[src/rtl/mmu_pkg.sv]
package mmu_pkg;
   localparam int PAGE_BITS = 14;
   localparam int NUM_WIN   = 4;
   localparam int WIN_BITS  = 2;

   typedef struct packed {
      logic       wide;
      logic [6:0] body;
   } slot_t;

   function automatic logic [2:0] legacy_rd(input slot_t s);
      return s.body[6:4];
   endfunction

   function automatic logic [2:0] legacy_wr(input slot_t s);
      return s.body[2:0];
   endfunction
endpackage

[src/rtl/bank_slot_reg.sv]
module bank_slot_reg
   import mmu_pkg::*;
#(
   parameter logic [7:0] PORT_ADDR = 8'hF0,
   parameter logic [7:0] RESET_VAL = 8'h80
) (
   input  logic       clk,
   input  logic       rst_n,
   input  logic       io_wr,
   input  logic [7:0] io_port,
   input  logic [7:0] io_data,
   output slot_t      q
);
   logic hit;
   assign hit = io_wr && (io_port == PORT_ADDR);

   always_ff @(posedge clk) begin
      if (!rst_n)   q <= slot_t'(RESET_VAL);
      else if (hit) q <= slot_t'(io_data);
   end

   a_r2_slot_load: assert property (@(posedge clk) disable iff (!rst_n)
      hit |=> (q == $past(io_data)));
   a_r9_slot_hold: assert property (@(posedge clk) disable iff (!rst_n)
      !hit |=> $stable(q));
endmodule

[src/rtl/bank_lock_reg.sv]
module bank_lock_reg
   import mmu_pkg::*;
#(
   parameter logic [7:0] PORT_ADDR = 8'hF4
) (
   input  logic               clk,
   input  logic               rst_n,
   input  logic               io_wr,
   input  logic [7:0]         io_port,
   input  logic [7:0]         io_data,
   output logic [NUM_WIN-1:0] lock
);
   logic hit;
   assign hit = io_wr && (io_port == PORT_ADDR);

   always_ff @(posedge clk) begin
      if (!rst_n)   lock <= '0;
      else if (hit) lock <= io_data[7:4];
   end

   a_r6_lock_load: assert property (@(posedge clk) disable iff (!rst_n)
      hit |=> (lock == $past(io_data[7:4])));
   a_r9_lock_hold: assert property (@(posedge clk) disable iff (!rst_n)
      !hit |=> $stable(lock));
endmodule

[src/rtl/bank_resolve.sv]
module bank_resolve
   import mmu_pkg::*;
#(
   parameter int BLOCK_COUNT = 16,
   localparam int BLK_W = $clog2(BLOCK_COUNT)
) (
   input  slot_t [NUM_WIN-1:0] slots,
   input  logic  [NUM_WIN-1:0] lock,
   input  logic  [WIN_BITS-1:0] win,
   input  logic                is_wr,
   output logic  [BLK_W-1:0]   block
);
   localparam logic [6:0] MASK = 7'(BLOCK_COUNT - 1);

   slot_t      cur;
   logic       cur_lock;
   logic [6:0] wide_blk;
   logic [2:0] leg_blk;

   always_comb begin
      cur      = slots[win];
      cur_lock = lock[win];
      wide_blk = cur.body & MASK;
      leg_blk  = (is_wr || cur_lock) ? legacy_wr(cur) : legacy_rd(cur);
      if (cur.wide) block = wide_blk[BLK_W-1:0];
      else          block = BLK_W'(leg_blk);
   end
endmodule

[src/rtl/mem_bank_mapper.sv]
module mem_bank_mapper
   import mmu_pkg::*;
#(
   parameter int         BLOCK_COUNT = 16,
   parameter logic [7:0] PORT_BASE   = 8'hF0,
   localparam int BLK_W  = $clog2(BLOCK_COUNT),
   localparam int PHYS_W = BLK_W + PAGE_BITS
) (
   input  logic                 clk,
   input  logic                 rst_n,
   input  logic [15:0]          cpu_addr,
   input  logic                 cpu_rd,
   input  logic                 cpu_wr,
   input  logic                 io_wr,
   input  logic [7:0]           io_port,
   input  logic [7:0]           io_data,
   output logic [BLK_W-1:0]     phys_block,
   output logic [PAGE_BITS-1:0] blk_offset,
   output logic [PHYS_W-1:0]    phys_addr,
   output logic                 ram_cs
);
   if (BLOCK_COUNT < 16 || BLOCK_COUNT > 128 ||
       (BLOCK_COUNT & (BLOCK_COUNT - 1)) != 0) begin : g_bad_count
      $error("BLOCK_COUNT must be a power of two from 16 to 128");
   end
   if (PORT_BASE > 8'hFB) begin : g_bad_base
      $error("PORT_BASE leaves no room for five ports");
   end

   slot_t [NUM_WIN-1:0] slots;
   logic  [NUM_WIN-1:0] lock;
   logic  [WIN_BITS-1:0] win;

   assign win = cpu_addr[15:14];

   for (genvar k = 0; k < NUM_WIN; k++) begin : g_slot
      bank_slot_reg #(
         .PORT_ADDR (PORT_BASE + 8'(k)),
         .RESET_VAL (8'h80 | 8'(k))
      ) u_slot (
         .clk     (clk),
         .rst_n   (rst_n),
         .io_wr   (io_wr),
         .io_port (io_port),
         .io_data (io_data),
         .q       (slots[k])
      );
   end

   bank_lock_reg #(.PORT_ADDR(PORT_BASE + 8'd4)) u_lock (
      .clk     (clk),
      .rst_n   (rst_n),
      .io_wr   (io_wr),
      .io_port (io_port),
      .io_data (io_data),
      .lock    (lock)
   );

   bank_resolve #(.BLOCK_COUNT(BLOCK_COUNT)) u_resolve (
      .slots (slots),
      .lock  (lock),
      .win   (win),
      .is_wr (cpu_wr),
      .block (phys_block)
   );

   assign blk_offset = cpu_addr[PAGE_BITS-1:0];
   assign phys_addr  = {phys_block, blk_offset};
   assign ram_cs     = cpu_rd | cpu_wr;

   a_r5_legacy_low: assert property (@(posedge clk) disable iff (!rst_n)
      !slots[win].wide |-> (phys_block < BLK_W'(8)));
   a_r7_locked_read: assert property (@(posedge clk) disable iff (!rst_n)
      (!slots[win].wide && lock[win]) |->
         (phys_block == BLK_W'(slots[win].body[2:0])));
   a_r3_wide_same: assert property (@(posedge clk) disable iff (!rst_n)
      slots[win].wide |-> (phys_block == BLK_W'(slots[win].body)));
   a_r1_reset_map: assert property (@(posedge clk)
      !rst_n |=> (lock == '0));
endmodule

[config.mk]
export PLATFORM = sky130hd
export DESIGN_NAME = mem_bank_mapper
export DESIGN_NICKNAME = d
export VERILOG_FILES = /design/src/rtl/mmu_pkg.sv /design/src/rtl/bank_slot_reg.sv /design/src/rtl/bank_lock_reg.sv /design/src/rtl/bank_resolve.sv /design/src/rtl/mem_bank_mapper.sv
export SDC_FILE = /design/constraint.sdc
export NUM_CORES = 1
export LEC_CHECK = 0
export BUFFER_PORTS_ARGS = -buffer_cell sky130_fd_sc_hd__buf_2
export CORE_ASPECT_RATIO = 0.7
export CORE_MARGIN = 5
export CORE_UTILIZATION = 40
export DETAILED_ROUTE_END_ITERATION = 8
export HOLD_SLACK_MARGIN = 0.06
export PLACE_DENSITY = 0.67
export SKIP_CTS_REPAIR_TIMING = 1
export SLEW_MARGIN = 10
export SYNTH_ARGS = -nofsm -noshare
export SYNTH_HDL_FRONTEND = slang
export SYNTH_SLANG_ARGS = --single-unit
[constraint.sdc]
create_clock -name clk -period 2.4 [get_ports clk]
set_clock_uncertainty 0.1 [all_clocks]
set_input_delay 0.48 -clock clk [delete_from_list [all_inputs] [get_ports clk]]
set_output_delay 0.48 -clock clk [all_outputs]
set_load 0.03 [all_outputs]
==> results of run 1 <==
==> routing by layer <==
metal / track usage (%) / vias up / wire, um
met5: 0 / - / 0
met4: 5.59 / 0 / 38
met3: 4.66 / 5 / 252
met2: 17.5 / 33 / 1540
met1: 17.8 / 532 / 1930
li1: - / 598 / -
==> synthesized netlist by cell type, drive strengths merged <==
cell and instances:
clkbuf 3, a211oi 1, nand4bb 1, nand2 10, mux4 6, nor3b 2, mux2i 36, dfxtp 36
nor3 3, a211o 1, nor2b 28, and4bb 1, nand4 1, and4 1, or2 1, nor2 4
nand3 2, a31oi 1, nor4b 1, buf 37, mux2 3, a311oi 1, a21oi 2
==> kinds of logic after synthesis <==
family	count (synthesis)	share of synthesized area [%]
multiplexers	45	27.8
flip-flops	36	36.8
AND/OR/NAND/NOR	55	18.5
buffers and inverters	40	14.6
AO/OA/AOI/OAI	6	2.30
==> cell usage in the layout, fill, tap and decap left out, types with 2 or more instances in the layout <==
| cell type | n |
|---|---|
| sky130_fd_sc_hd__mux2_4 | 3 |
| sky130_fd_sc_hd__nor2_1 | 4 |
| sky130_fd_sc_hd__nor3b_2 | 2 |
| sky130_fd_sc_hd__buf_2 | 30 |
| sky130_fd_sc_hd__dfxtp_1 | 35 |
| sky130_fd_sc_hd__clkbuf_8 | 5 |
| sky130_fd_sc_hd__nand3_2 | 2 |
| sky130_fd_sc_hd__nor3_2 | 3 |
| sky130_fd_sc_hd__buf_4 | 5 |
| sky130_fd_sc_hd__mux2i_1 | 36 |
| sky130_fd_sc_hd__nor2b_1 | 28 |
| sky130_fd_sc_hd__nand2_1 | 10 |
| sky130_fd_sc_hd__mux4_2 | 5 |
==> worst min path at each step <==
stage	cells past startpoint	startpoint	to
final	3	io_data[0]	g_slot[3].u_slot.q[0]
after global routing	3	io_data[0]	g_slot[3].u_slot.q[0]
after CTS	3	io_data[0]	g_slot[3].u_slot.q[0]
after detailed placement	2	g_slot[3].u_slot.q[0]	g_slot[3].u_slot.q[0]
after global placement	2	g_slot[1].u_slot.q[0]	g_slot[1].u_slot.q[0]
after floorplan	2	g_slot[1].u_slot.q[0]	g_slot[1].u_slot.q[0]
==> worst max-delay path, cell delays in order <==
cell                       delay (ps)
sky130_fd_sc_hd__clkbuf_4         210
sky130_fd_sc_hd__mux4_1           580
sky130_fd_sc_hd__mux2_4           280
sky130_fd_sc_hd__buf_2            180
==> through the flow <==
stage	hold slack (ps)	total power, uW
after floorplan	336	761
after global placement	351	714
after detailed placement	373	715
after CTS	352	1130
after global routing	369	1160
final	365	1110
==> sequential cells by signal, summed over array words and instances, names as in the netlist <==
signal           flops
g_slot.u_slot.q     32
u_lock.lock          4
==> power breakdown <==
part,internal (uW),switching (uW)
clock network,197,209
registers,598,0.430
logic,45.3,58.4
total,840,268
==> cell type report <==
cell class	count	area, um^2	area share, %
clock buffers	6	72.6	3.54
clock inverters	1	5.00	0.244
multi-input cells	106	970	47.3
flip-flops and latches	36	722	35.2
well taps	69	86.3	4.21
repair buffers	36	195	9.52
==> reports/results.ini, run 1 <==
[route]
drt_pass1_iterations = 4
drt_first_iter_violations = 54
remaining_drcs = 0
routed_via_density = 4.60
wl_per_cell_um = 14.8
number_of_nets_with_antenna_violations_after_routing = 0
number_of_vias_after_detailed_routing = 1168
wl_um = 3770

[timing]
max_freq_mhz = 432
setup_slack_ps = 85.7
relSlewSlack_pct = 63.7
fin_tns_setup_ps = 0
final_max_slew_viol_count = 0
timing.final.hold_violations = 0
grt_setup_unrepaired = no
tightest_slew_ps = 544
fin_crit_sh_pct = 96.4
setup_viol_count_final = 0
post-route-min-period_ps = 2310

[final_layout]
syn_to_final_growth_pct = 4.73
diodes = 0
final_nets = 222
drive_above_1_share_pct = 34.1
num-fill-cells = 481
layout.cell_area.non_filler_um2 = 2050
postLayoutCoreUtil_pct = 43.1
instances_no_fill = 254

[clock_network]
cts_htree_levels = 2
tritoncts_num_sinks = 36
clk_pin_slew_ps = 70
clock_tree.buffer_depth = 2
numCtsBuffers = 5
clock_latency_ps = 280
cts-root-buf = sky130_fd_sc_hd__clkbuf_8
tritoncts = done

[power_and_ir_drop]
p_leak_uw = 0.000828
powerDensity_nw_per_um2 = 541
peakVddDrop_v = 0.000245

[synth]
cell_area_after_technology_mapping_um2 = 1960
netlist_instances = 182
synth_top_cell_area_share_pct = 36.8
synthDominantAreaCellType = sky130_fd_sc_hd__dfxtp_1
synth_area_per_cell_um2 = 10.8
yosysSeqAreaShare_pct = 36.8
yosysWarnings = 0
count_of_unique_library_cells_instantiated_by_yosys = 29
netlist_top_cells_area = sky130_fd_sc_hd__dfxtp_1 37%, sky130_fd_sc_hd__mux2i_1 18%, sky130_fd_sc_hd__buf_4 13%
syn-num-nets = 219
synth_seq_cells = 36

[global_route]
grt_max_degree = 37
first_pass_grt_wire_length_um = 6020
grt_pass1_vias = 1172
gr-total-overflow = 0
antenna_found_initial = 0
grt_util_all_layers_pct = 12.8

[floorplanning]
die-width_um = 93.6
top_level_ports = 74
die_h_um = 68.5
initial_core_utilization_pct = 41.2
placement_rows = 21
design.die.area_um2 = 6420
placeableCoreArea_um2 = 4760

[place]
cell_area_after_placement_um2 = 1950
place.detailed.hpwl_um = 2630
numPlacedInstances = 247
io_buffer_count = 31
finalWeightedCongestion = 0.721
worst_slack_placed_ps = -9.33

[setup_path]
worstSetupEndpointType = primary output
crit_path_start_kind = input pin
setup.worst_path.end = phys_addr[16]
setup.worst_path.class = in -> out
ff2ff_path_depth = 2
timing.reg2reg.setup_slack_ps = 1640
crit-reg2reg-launch = g_slot[2].u_slot.q[7]
critical_path_peak_fanout = 10
critical_path_arrival_ps = 1730
critPathLaunch = cpu_addr[15]
critPathRequiredTime_ps = 1820
r2r_end = g_slot[2].u_slot.q[7]

[run_status]
outcome = finished clean

[run]
cap_violations = 0

[hold_path]
min_path_type = in -> reg

No activity file was read; power rests on OpenSTA's default activity.
==> inputs of run 2 (changes only) <==
SETUP_SLACK_MARGIN = 0.5   (was not set)
==> run 2 against run 1 <==
  * First-iteration DRC count shrank 17%
  * Fmax rose by 1.7%
  * Non-clock buffer count unchanged
  * Combinational power rose by 11%
  * Critical path depth is 1 higher
  * Sequential share of layout area is 1.2 points lower
  * Die area unchanged
  * Global-route usage is 0.13 points higher
  * Setup slack gained 38 ps
  * Design area up 3.8%
==> reports/results.ini, run 2 (synthesized netlist as in run 1, its figures left out) <==
[final_layout]
layout.cell_area.non_filler_um2 = 2130  ; +3.8%
final_nets = 222  ; unchanged
mostFrequentLayoutCells = 36 x sky130_fd_sc_hd__mux2i_1, 34 x sky130_fd_sc_hd__dfxtp_1, 28 x sky130_fd_sc_hd__nor2b_1
syn_to_final_growth_pct = 8.69
drive_above_1_share_pct = 36.8  ; +2.7 points
regMostFlops = g_slot.u_slot.q
largest_register_ff_count = 32  ; unchanged
final_common_cell = sky130_fd_sc_hd__mux2i_1
num-fill-cells = 471  ; -2.1%
reg.largest.list = g_slot.u_slot.q: 32 flops, u_lock.lock: 4 flops
diodes = 0  ; unchanged

[power_and_ir_drop]
p_int_uw = 908  ; +8.0%
share_clk_of_total_power_pct = 39.1  ; +2.4 points
peakVddDrop_v = 0.000230  ; -6.2%
power.share.switching_pct = 22.5  ; -1.7 points
powerDensity_nw_per_um2 = 550  ; +1.8%
power.combinational.fraction_pct = 9.8  ; +0.4 points
p_leak_uw = 0.000845  ; +2.1%
power.sequential.fraction_pct = 51.1  ; -2.9 points
switching_power_uw = 264  ; -1.7%

[setup_path]
crit_path_start_kind = flip-flop
setup.worst_path.class = reg -> out
worst-path-buf-inv = 1  ; -1
critical_path_arrival_ps = 1700  ; -30 ps
critPathRequiredTime_ps = 1820  ; about the same
path_delay_family = compound AO/OA/AOI/OAI gates
critPathSlowestCell = sky130_fd_sc_hd__dfxtp_1
critical_path_peak_fanout = 3  ; -7
worstPathCellList = nor3_1 > a211oi_1 > a211o_4 > mux2_4 > buf_6
slowest_delay_ps = 330  ; -250 ps
worstSetupEndpointType = primary output

[floorplanning]
placement_rows = 21  ; unchanged
design.die.area_um2 = 6420  ; unchanged
die-width_um = 93.6  ; unchanged
top_level_ports = 74  ; unchanged
initial_core_utilization_pct = 41.2  ; unchanged
placeableCoreArea_um2 = 4760  ; unchanged
die_h_um = 68.5  ; unchanged

[place]
place.detailed.hpwl_um = 2690  ; +2.3%
cell_area_after_placement_um2 = 1950  ; +0.19%
worst_slack_placed_ps = 21.9  ; +31.2 ps
io_buffer_count = 31  ; unchanged
finalWeightedCongestion = 0.703  ; -2.5%

[route]
drt_first_iter_violations = 45  ; -17%
number_of_nets_with_antenna_violations_after_routing = 0  ; unchanged
routed_via_density = 4.76  ; +3.4%
number_of_vias_after_detailed_routing = 1208  ; +3.4%
drt_pass1_iterations = 4  ; unchanged
wl_per_cell_um = 15.0  ; +0.82%
wl_um = 3800  ; +0.82%
remaining_drcs = 0  ; unchanged

[timing]
tightest_slew_ps = 548  ; +3.49 ps
relSlewSlack_pct = 63.5  ; -0.23 points
setup_viol_count_final = 0  ; unchanged
grt_setup_unrepaired = yes
timing.final.hold_violations = 0  ; unchanged
fin_crit_sh_pct = 94.9  ; -1.6 points
max_freq_mhz = 439  ; +1.7%
post-route-min-period_ps = 2280  ; -37.7 ps
fin_tns_setup_ps = 0  ; unchanged
hold_slack_ps = 353  ; -11.5 ps
final_max_slew_viol_count = 0  ; unchanged
setup_slack_ps = 123  ; +37.7 ps

[clock_network]
clk_pin_slew_ps = 70  ; about the same
numCtsBuffers = 5  ; unchanged
cts_htree_levels = 2  ; unchanged
clock_latency_ps = 290  ; about the same
clock_tree.buffer_depth = 2  ; unchanged
tritoncts = done
tritoncts_num_sinks = 36  ; unchanged
cts-root-buf = sky130_fd_sc_hd__clkbuf_8

[run]
cap_violations = 0  ; unchanged

[hold_path]
min_path_type = in -> reg

[global_route]
antenna_found_initial = 0  ; unchanged
grt_max_degree = 37  ; unchanged
grt_util_all_layers_pct = 12.9  ; +0.13 points
grt_pass1_vias = 1261  ; +7.6%
gr-total-overflow = 0  ; unchanged
first_pass_grt_wire_length_um = 6080  ; +0.91%

[run_status]
outcome = finished clean

## run 2: final timing paths
path                            to                  start  slack, ps  depth (start not counted)
max reg2reg  g_slot[1].u_slot.q[7]  g_slot[1].u_slot.q[7]       1620                          2
min reg2reg  g_slot[2].u_slot.q[1]  g_slot[2].u_slot.q[1]        380                          2
min          g_slot[2].u_slot.q[1]             io_data[1]        350                          3
max                  phys_block[0]  g_slot[0].u_slot.q[7]        120                          5
## run 2: routing by layer
layer  wire, um  GRT usage (%)  vias to the layer above
met1       1880           16.4                      575
met5          0              0                        -
met3        205           5.86                        8
met4         80           5.77                        0
met2       1640           18.9                       24
li1           -              -                      601
## run 2: worst register-to-register path: cells and delay by family, from the launching register on
kind             cells  cell delay [ps]
DFF                  1              340
muxes                1              130
and+or+nand+nor      1               70
## run 2: layout make-up
cell class	count	area [um^2]	share of cell area (%)
multi-input combinational	106	973	45.7
sequential	36	723	34.0
tap	69	86.3	4.06
clock buffer	7	96.3	4.53
timing repair buffer	36	249	11.7
## run 2: power by group through the flow
stage / registers, uW / logic, uW / clock network (uW)
2_1_floorplan: 612 / 155 / 0
3_3_place_gp: 612 / 102 / 0
3_5_place_dp: 612 / 103 / 0
4_1_cts: 598 / 103 / 474
5_1_grt: 598 / 122 / 511
6_report: 598 / 115 / 458
## run 2: stage by stage
| stage | total power (uW) | util [%] | instances |
|---|---|---|---|
| final | 1170 | 44.8 | 254 |
| after global routing | 1230 | 44.8 | 254 |
| after CTS | 1180 | 43.1 | 254 |
| after detailed placement | 715 | 41.1 | 247 |
| after global placement | 714 | 41.1 | 247 |
| after floorplan | 767 | - | 182 |
==> inputs of run 3 (changes only) <==
CORE_MARGIN = 4   (was 5)
==> run 3 against run 2 <==
  * Utilization increased by 1.8 points
  * Die area shrank 5.0%
  * Clock-buffer cell count grew 1
  * Non-clock buffer count down 1
  * Via count is 0.25% higher
  * Critical path type unchanged
==> reports/results.ini, run 3 (synthesized netlist as in run 1, its figures left out) <==
[run_status]
outcome = finished clean

[timing]
setup_viol_count_final = 0  ; unchanged
final_max_slew_viol_count = 0  ; unchanged
grt_setup_unrepaired = yes
relSlewSlack_pct = 65.0  ; +1.5 points
post-route-min-period_ps = 2290  ; +18.3 ps
fin_tns_setup_ps = 0  ; unchanged
max_freq_mhz = 436  ; -0.80%
tightest_slew_ps = 525  ; -23.0 ps
timing.final.hold_violations = 0  ; unchanged
fin_crit_sh_pct = 95.6  ; +0.76 points

[route]
wl_um = 3720  ; -2.1%
wl_per_cell_um = 14.8  ; -0.88%
routed_via_density = 4.82  ; +1.4%
drt_pass1_iterations = 4  ; unchanged
number_of_nets_with_antenna_violations_after_routing = 0  ; unchanged
drt_first_iter_violations = 42  ; -6.7%
number_of_vias_after_detailed_routing = 1211  ; +0.25%
remaining_drcs = 0  ; unchanged

[global_route]
gr-total-overflow = 0  ; unchanged
grt_pass1_vias = 1153  ; -8.6%
first_pass_grt_wire_length_um = 5980  ; -1.6%
grt_max_degree = 37  ; unchanged
antenna_found_initial = 0  ; unchanged
grt_util_all_layers_pct = 13.0  ; +0.060 points

[floorplanning]
placement_rows = 20  ; -4.8%
die_h_um = 66.5  ; -2.9%
design.die.area_um2 = 6100  ; -5.0%
die-width_um = 91.6  ; -2.1%
initial_core_utilization_pct = 43.2  ; +2.1 points
top_level_ports = 74  ; unchanged
placeableCoreArea_um2 = 4530  ; -4.8%

[clock_network]
clock_latency_ps = 290  ; about the same
numCtsBuffers = 5  ; unchanged
clk_pin_slew_ps = 70  ; about the same
clock_tree.buffer_depth = 2  ; unchanged
cts_htree_levels = 2  ; unchanged
cts-root-buf = sky130_fd_sc_hd__clkbuf_8
tritoncts = done
tritoncts_num_sinks = 36  ; unchanged

[final_layout]
reg.largest.list = g_slot.u_slot.q: 32 flops, u_lock.lock: 4 flops
largest_register_ff_count = 32  ; unchanged
final_nets = 221  ; -0.45%
diodes = 0  ; unchanged
syn_to_final_growth_pct = 7.73
final_common_cell = sky130_fd_sc_hd__mux2i_1
regMostFlops = g_slot.u_slot.q
drive_above_1_share_pct = 35.1  ; -1.6 points
num-fill-cells = 450  ; -4.5%
mostFrequentLayoutCells = 36 x sky130_fd_sc_hd__mux2i_1, 33 x sky130_fd_sc_hd__dfxtp_1, 28 x sky130_fd_sc_hd__nor2b_1

[power_and_ir_drop]
peakVddDrop_v = 0.000303  ; +31%
p_leak_uw = 0.000841  ; -0.43%
powerDensity_nw_per_um2 = 544  ; -1.1%
p_total_uw = 1150  ; -2.0%

[setup_path]
critical_path_arrival_ps = 1710  ; about the same
crit_path_start_kind = flip-flop
setup.worst_path.class = reg -> out
worstSetupEndpointType = primary output
critical_path_peak_fanout = 3  ; unchanged
critPathRequiredTime_ps = 1820  ; about the same

[place]
io_buffer_count = 31  ; unchanged
place.detailed.hpwl_um = 2650  ; -1.3%
finalWeightedCongestion = 0.759  ; +8.0%

[run]
cap_violations = 0  ; unchanged

[hold_path]
min_path_type = in -> reg

-- run 3: path summary, 6_finish.rpt --
path / start / endpoint / slack (ps) / cells past startpoint
setup / recovery: g_slot[2].u_slot.q[7] / phys_block[2] / 110 / 5
hold / removal: io_data[1] / g_slot[3].u_slot.q[1] / 360 / 3
setup reg to reg: g_slot[2].u_slot.q[7] / g_slot[2].u_slot.q[7] / 1610 / 2
hold reg to reg: g_slot[1].u_slot.q[0] / g_slot[1].u_slot.q[0] / 380 / 2
-- run 3: per-layer routing --
metal	share of wire, %	up-vias	global-route usage, %
met4	2.0	0	6.20
met2	43	27	18.7
met3	4.8	15	3.84
met1	50	570	17.6
met5	0	-	0
li1	-	599	-
-- run 3: worst max-delay path, cell delays in order, from the launching register on --
cell,delay (ps)
sky130_fd_sc_hd__dfxtp_2,370
sky130_fd_sc_hd__nor2_1,60
sky130_fd_sc_hd__a211oi_1,250
sky130_fd_sc_hd__a211o_1,260
sky130_fd_sc_hd__mux2_4,350
sky130_fd_sc_hd__buf_6,140
-- run 3: stage by stage --
stage / instance area [um^2] / setup slack [ps] / hold WS [ps] / std cells / utilization, %
2_1_floorplan: 1990 / 270 / 336 / 182 / -
3_3_place_gp: 1940 / 58.9 / 361 / 243 / 42.9
3_5_place_dp: 1940 / 30.1 / 365 / 243 / 42.9
4_1_cts: 2030 / 25.3 / 354 / 251 / 44.9
5_1_grt: 2110 / 77.3 / 379 / 251 / 46.6
6_report: 2110 / 105 / 361 / 251 / 46.6
-- run 3: layout make-up --
class / instances / area, um^2 / area share, %
clock buffer: 8 / 90.1 / 4.27
multi-input combinational: 106 / 971 / 46.0
sequential: 36 / 724 / 34.3
tap: 66 / 82.6 / 3.91
timing repair buffer: 35 / 241 / 11.4
-- run 3: where the power goes --
group | leakage (uW) | internal [uW] | switching, uW
registers | 0.000290 | 598 | 0.438
logic | 0.000506 | 52.4 | 58.4
clock network | 0.0000455 | 234 | 205
total | 0.000841 | 884 | 263
